==> config.mk <==
export PLATFORM = sky130hd
export DESIGN_NAME = lp_tick_gen
export DESIGN_NICKNAME = d
export VERILOG_FILES = /design/src/rtl/lp_tick_pkg.sv /design/src/rtl/lp_src_sel.sv /design/src/rtl/lp_frac_div.sv /design/src/rtl/lp_rate_mod.sv /design/src/rtl/lp_tick_gen.sv
export SDC_FILE = /design/constraint.sdc
export NUM_CORES = 1
export LEC_CHECK = 0
export BUFFER_PORTS_ARGS = -buffer_cell sky130_fd_sc_hd__buf_2
export CORE_MARGIN = 1.5
export CORE_UTILIZATION = 60
export CTS_CLUSTER_DIAMETER = 30
export DETAILED_ROUTE_END_ITERATION = 8
export GPL_TIMING_DRIVEN = 0
export HOLD_SLACK_MARGIN = 0.06
export PLACE_DENSITY = 0.9
export REMOVE_ABC_BUFFERS = 1
export SYNTH_ARGS = -nofsm -noshare
export SYNTH_HDL_FRONTEND = slang
export SYNTH_SLANG_ARGS = --single-unit
==> constraint.sdc <==
create_clock -name clk_i -period 5.58 [get_ports clk_i]
set_input_delay 1.674 -clock clk_i [delete_from_list [all_inputs] [get_ports clk_i]]
set_output_delay 1.674 -clock clk_i [all_outputs]
set_load 0.01 [all_outputs]
==> src/rtl/lp_tick_pkg.sv <==
package lp_tick_pkg;
  typedef enum logic [1:0] {
    SRC_FRC  = 2'b00,
    SRC_PRI  = 2'b01,
    SRC_SEC  = 2'b10,
    SRC_LPRC = 2'b11
  } src_e;
  localparam int unsigned NUM_SRC = 4;
endpackage

==> src/rtl/lp_src_sel.sv <==
module lp_src_sel
  import lp_tick_pkg::*;
(
  input  logic               clk_i,
  input  logic               rst_ni,
  input  logic [NUM_SRC-1:0] src_tick_i,
  input  logic [1:0]         src_sel_i,
  input  logic               ds_enter_i,
  output logic               tick_o,
  output logic               chg_o
);
  src_e eff_sel, sel_q;

  // fast sources are unsafe in deep sleep: fall back to low-power RC
  always_comb begin
    eff_sel = src_e'(src_sel_i);
    if (ds_enter_i && (eff_sel == SRC_FRC || eff_sel == SRC_PRI)) eff_sel = SRC_LPRC;
  end

  always_ff @(posedge clk_i or negedge rst_ni) begin
    if (!rst_ni) sel_q <= SRC_LPRC;
    else         sel_q <= eff_sel;
  end

  assign chg_o  = (eff_sel != sel_q);
  assign tick_o = src_tick_i[eff_sel] & ~chg_o;

  a_r2_ds_fallback: assert property (@(posedge clk_i) disable iff (!rst_ni)
    (ds_enter_i && !src_sel_i[1]) |=> (sel_q == SRC_LPRC));
  a_r3_ds_keep: assert property (@(posedge clk_i) disable iff (!rst_ni)
    (ds_enter_i && src_sel_i[1]) |=> (sel_q == src_e'($past(src_sel_i))));
endmodule

==> src/rtl/lp_frac_div.sv <==
module lp_frac_div #(
  parameter int unsigned INT_DIV    = 32,
  parameter int unsigned FRAC_SHORT = 31,
  parameter int unsigned LONG_EVERY = 4,
  localparam int unsigned CW = $clog2(INT_DIV + 1),
  localparam int unsigned PW = (LONG_EVERY > 1) ? $clog2(LONG_EVERY) : 1
) (
  input  logic clk_i,
  input  logic rst_ni,
  input  logic clr_i,
  input  logic tick_i,
  input  logic frac_i,
  output logic tick_o
);
  localparam logic [CW-1:0] INT_LAST   = CW'(INT_DIV - 1);
  localparam logic [CW-1:0] SHORT_LAST = CW'(FRAC_SHORT - 1);
  localparam logic [CW-1:0] LONG_LAST  = CW'(FRAC_SHORT);
  localparam logic [PW-1:0] PH_LAST    = PW'(LONG_EVERY - 1);

  logic [CW-1:0] cnt_q, last;
  logic [PW-1:0] ph_q;
  logic          wrap;

  always_comb begin
    if (!frac_i)             last = INT_LAST;
    else if (ph_q == PH_LAST) last = LONG_LAST;
    else                     last = SHORT_LAST;
  end

  // >= keeps the counter bounded across a mode switch
  assign wrap   = tick_i && (cnt_q >= last);
  assign tick_o = wrap;

  always_ff @(posedge clk_i or negedge rst_ni) begin
    if (!rst_ni) begin
      cnt_q <= '0;
      ph_q  <= '0;
    end else if (clr_i) begin
      cnt_q <= '0;
      ph_q  <= '0;
    end else if (tick_i) begin
      if (wrap) begin
        cnt_q <= '0;
        if (frac_i) ph_q <= (ph_q == PH_LAST) ? '0 : ph_q + 1'b1;
      end else begin
        cnt_q <= cnt_q + 1'b1;
      end
    end
  end

  a_r4_cnt_range: assert property (@(posedge clk_i) disable iff (!rst_ni)
    cnt_q < CW'(INT_DIV));
  a_r9_div_restart: assert property (@(posedge clk_i) disable iff (!rst_ni)
    clr_i |=> (cnt_q == '0 && ph_q == '0));
endmodule

==> src/rtl/lp_rate_mod.sv <==
module lp_rate_mod #(
  parameter int unsigned DROP_NUM = 3,
  parameter int unsigned DROP_DEN = 128,
  localparam int unsigned AW = $clog2(DROP_DEN + DROP_NUM)
) (
  input  logic clk_i,
  input  logic rst_ni,
  input  logic clr_i,
  input  logic en_i,
  input  logic tick_i,
  output logic tick_o
);
  logic [AW-1:0] acc_q, nxt;
  logic          drop;

  assign nxt    = acc_q + AW'(DROP_NUM);
  assign drop   = en_i && tick_i && (nxt >= AW'(DROP_DEN));
  assign tick_o = tick_i && !drop;

  always_ff @(posedge clk_i or negedge rst_ni) begin
    if (!rst_ni)              acc_q <= '0;
    else if (clr_i || !en_i)  acc_q <= '0;
    else if (tick_i)          acc_q <= drop ? nxt - AW'(DROP_DEN) : nxt;
  end

  a_r7_acc_range: assert property (@(posedge clk_i) disable iff (!rst_ni)
    acc_q < AW'(DROP_DEN));
endmodule

==> src/rtl/lp_tick_gen.sv <==
module lp_tick_gen
  import lp_tick_pkg::*;
#(
  parameter int unsigned INT_DIV    = 32,
  parameter int unsigned FRAC_SHORT = 31,
  parameter int unsigned LONG_EVERY = 4,
  parameter int unsigned DROP_NUM   = 3,
  parameter int unsigned DROP_DEN   = 128
) (
  input  logic               clk_i,
  input  logic               rst_ni,
  input  logic [NUM_SRC-1:0] src_tick_i,
  input  logic [1:0]         src_sel_i,
  input  logic               ds_enter_i,
  input  logic               frac_div_i,
  input  logic               div_en_i,
  input  logic               cnt_mode_i,
  input  logic               mod_1024_i,
  output logic               tick_o
);
  logic sel_tick, chg, div_tick, pre_tick, mod_tick, mod_en, tick_q;

  assign mod_en = cnt_mode_i & mod_1024_i;

  lp_src_sel u_sel (
    .clk_i, .rst_ni, .src_tick_i, .src_sel_i, .ds_enter_i,
    .tick_o(sel_tick), .chg_o(chg)
  );

  lp_frac_div #(.INT_DIV(INT_DIV), .FRAC_SHORT(FRAC_SHORT), .LONG_EVERY(LONG_EVERY)) u_div (
    .clk_i, .rst_ni, .clr_i(chg), .tick_i(sel_tick), .frac_i(frac_div_i), .tick_o(div_tick)
  );

  assign pre_tick = div_en_i ? div_tick : sel_tick;

  lp_rate_mod #(.DROP_NUM(DROP_NUM), .DROP_DEN(DROP_DEN)) u_mod (
    .clk_i, .rst_ni, .clr_i(chg), .en_i(mod_en), .tick_i(pre_tick), .tick_o(mod_tick)
  );

  always_ff @(posedge clk_i or negedge rst_ni) begin
    if (!rst_ni) tick_q <= 1'b0;
    else         tick_q <= mod_tick;
  end
  assign tick_o = tick_q;

  a_r9_gap_on_change: assert property (@(posedge clk_i) disable iff (!rst_ni)
    chg |=> !tick_o);
  a_r11_tick_has_source: assert property (@(posedge clk_i) disable iff (!rst_ni)
    tick_o |-> $past(sel_tick));
  a_r6_pass_through: assert property (@(posedge clk_i) disable iff (!rst_ni)
    (!div_en_i && !mod_en && sel_tick) |=> tick_o);
  a_r8_no_drop: assert property (@(posedge clk_i) disable iff (!rst_ni)
    (!mod_en && pre_tick) |=> tick_o);
endmodule

==> summary.md <==
| Metric | Value |
|---|---|
| Overflow after GRT | `0` |
| Post-route setup TNS | `0 ns` |
| Worst slew pin tran | `slightly above 0.7 ns` |
| CTS sink count | `19` |
| Setup crit end kind | `flip-flop` |
| Placeable Area | `~1700 um2` |
| DR vias/cell | `between 6 and 7` |
| Final ANT Viol Nets | `0` |
| Final hold vios | `0` |
| Startpoint types | `primary input` |
| Outcome | `finished clean` |
| FF+latch count, synth | `19` |
| Setup Fix Bufs, Post-CTS | `0` |
| Seq/Total Area, Yosys | `between 40% and 50%` |
| Synth unique cells | `40` |
| First-pass GRT wire length | `between 3000 and 4000 um` |
| Tmin final | `roughly 3.2 ns` |
| Async SR Flop Fraction | `100%` |
| Die Wd | `approximately 46 um` |
| Peak supply drop | `121 uV` |
| EDFF count, synth | `0` |
| Die span in y | `46.4 um` |
| Routed WL per cell | `14.3 um` |
| Sw Share | `approximately 27%` |
| Fillers | `between 100 and 150` |
| Cells after Synth | `~120` |
| Syn Std Cell Area | `between 1000 and 1500 um2` |
| Sw Pwr | `between 0.00006 and 0.00007 W` |
| Hold buffers post-CTS | `0` |
| Vias in the first global route | `825` |
| Max-cap violation count | `0` |
| Io pins | `14` |
| Data arrival, critical path | `around 3.4 ns` |
| Worst Path Class, Setup | `in -> reg` |
| RSZ-0062 raised after global routing | `false` |
| Antenna violations before repair | `0` |
| # nets final | `between 100 and 150` |
| Final wirelength | `about 2200 um` |
| Synthesis Warnings | `0` |
| Total CTS buffers | `3` |
| Post_cts resized | `0` |
| FMAX | `approximately 0.32 GHz` |
| GR Util All Layers | `22.4%` |
| Drt first-iter violations | `39` |
| Later-pin clock latency in the skew report | `0.30 ns` |
| Largest net degree at the start of global routing | `20` |
| Pint | `between 0.00015 and 0.0002 W` |
| Die ar. | `roughly 2200 um2` |
| Row Count | `15` |
| Root Buffer | `clkbuf_4` |
| Synth top area share | `37.6%` |
| Non-filler cells, final | `153` |
| Layout cells sized above 1 | `23.4%` |
| Synth top area cells | `dfrtp_1, dfstp_2, ha_1, mux2i_1, or4_1` |
| Placed Cells | `approximately 150` |
| CP Max Fanout | `11` |
| Power share of the combinational group | `14.3%` |
| Most common cell in the netlist | `dfrtp_1` |
| Clock-pin slew on the worst setup and hold paths | `roughly 0.12 ns` |
| Total number of vias | `940` |
| Sequential power share | `57.6%` |
| Pwr/cell area | `approximately 200 nW/um2` |
| Fin crit share | `a little under three fifths` |
| Initial DRT Pass Iterations | `6` |
| Detail Placement HPWL | `approximately 1600 um` |
| Max Buffers Root-to-Sink | `2` |
| Top cells by count, synth | `dfrtp_1, nand2_1, a21oi_1` |
| Starting density of the core | `roughly two thirds` |
| Final slew viol count | `0` |
| Main synth FF type | `dfrtp_1` |
| Dominant cell type by area after synthesis | `dfrtp_1` |
| Worst endpoint required time | `about 5.8 ns` |
| Gpl congestion | `roughly 0.76` |
| CTS H-Tree Depth | `1` |
| Synth Area per Inst | `approximately 10 um2` |
| Min-delay worst type | `reg -> reg` |
| Final clock skew | `between 0.01 and 0.015 ns` |
| Clock Power Share | `between 20% and 30%` |
| Area Overhead vs Synth | `8.19%` |
| # diodes | `0` |
| Max-slew headroom | `52.7%` |
| Leak pwr | `~0.53 nW` |
| # setup viols final | `0` |
| Port-buffer cells | `13` |
| Drt drc | `0` |
| CTS tree | `yes` |
## sequential cells by signal, indices dropped and copies added (netlist names)
name	count
u_div.cnt_q	6
tick_o	1
u_mod.acc_q	8
u_sel.sel_q	2
u_div.ph_q	2
## through the flow
stage                     instance area (um2)  util (%)  power [W]  hold slack (ns)  setup slack [ns]
after floorplan                          1100         -   0.000167            0.493              2.44
after global placement                   1200      68.5   0.000180            0.510              2.17
after detailed placement                 1200      68.5   0.000181            0.537              2.12
after CTS                                1220      70.1   0.000251            0.561              2.42
after global routing                     1220      70.1   0.000263            0.600              2.28
final                                    1220      70.1   0.000249            0.556              2.41
## cell usage in the layout, fill, tap and decap left out, types with 2 or more instances in the layout
| cell | instances |
|---|---|
| and2_1 | 2 |
| dfstp_2 | 2 |
| buf_2 | 13 |
| mux2i_1 | 5 |
| nand2b_1 | 3 |
| nor2_1 | 5 |
| a21oi_1 | 7 |
| nor4_1 | 2 |
| nand4_1 | 3 |
| ha_1 | 4 |
| or2_2 | 3 |
| dfrtp_1 | 17 |
| o21ai_0 | 4 |
| and2b_1 | 2 |
| clkbuf_4 | 3 |
| inv_1 | 6 |
| o211ai_1 | 2 |
| or3_2 | 2 |
| xnor2_1 | 2 |
| o31ai_1 | 4 |
| or4_1 | 6 |
| nand2_1 | 9 |
| nand3_1 | 3 |
| a21boi_1 | 3 |
## worst max-delay path, stage by stage
cell      delay [ns]
buf_2           0.10
nand2b_1        0.06
ha_1            0.28
nor2b_1         0.05
o21bai_2        0.30
o211ai_2        0.25
or4_1           0.53
a21boi_1        0.16
## cell families (layout without fill, tap and decap cells)
kind of cell               Yosys count  in the layout  synth area share, %
buffers and inverters               10             23                 4.76
and+or+nand+nor                     47             47                 24.4
adders and majority gates            4              4                 4.42
muxes                                5              5                 4.42
xor gates and xnor gates             2              2                 1.55
AOI/OAI and AO/OA                   28             28                 18.1
DFF                                 19             19                 42.3
## metal layers
| layer | vias up | part of all wire, % | track usage (%) |
|---|---|---|---|
| li1 | 454 | - | - |
| met4 | 0 | 1.2 | 8.57 |
| met3 | 4 | 5.3 | 4.71 |
| met2 | 35 | 48 | 37.8 |
| met1 | 447 | 45 | 27.6 |
| met5 | - | 0 | 0 |
## path summary, 6_finish.rpt
kind | from | endpoint | slack (ns) | depth (start not counted)
worst min register to register | u_div.ph_q[1] | u_div.ph_q[1] | 0.56 | 2
worst max register to register | u_div.ph_q[0] | u_mod.acc_q[3] | 3.17 | 8
worst max-delay path | frac_div_i | u_mod.acc_q[3] | 2.41 | 8
min in group asynchronous | rst_ni | tick_o | 1.28 | 1
worst min-delay path | u_div.ph_q[1] | u_div.ph_q[1] | 0.56 | 2
max in group asynchronous | rst_ni | u_sel.sel_q[1] | 3.97 | 1
## area by class of cell
type	count	area (um2)	share of cell area (%)
multi-input combinational	86	599	49.0
sequential	19	478	39.1
timing repair buffer	13	65.1	5.32
tap	25	31.3	2.56
clock buffer	3	22.5	1.84
inverter	6	22.5	1.84
clock inverter	1	5.00	0.409
## power by group through the flow
stage	clock network, W	logic, W	registers, W
3_3_place_gp	0	0.0000336	0.000146
5_1_grt	0.0000796	0.0000392	0.000144
3_5_place_dp	0	0.0000351	0.000146
4_1_cts	0.0000719	0.0000357	0.000143
2_1_floorplan	0	0.0000213	0.000146
6_report	0.0000701	0.0000355	0.000143
Note: power is estimated with default switching activity, not from simulation.
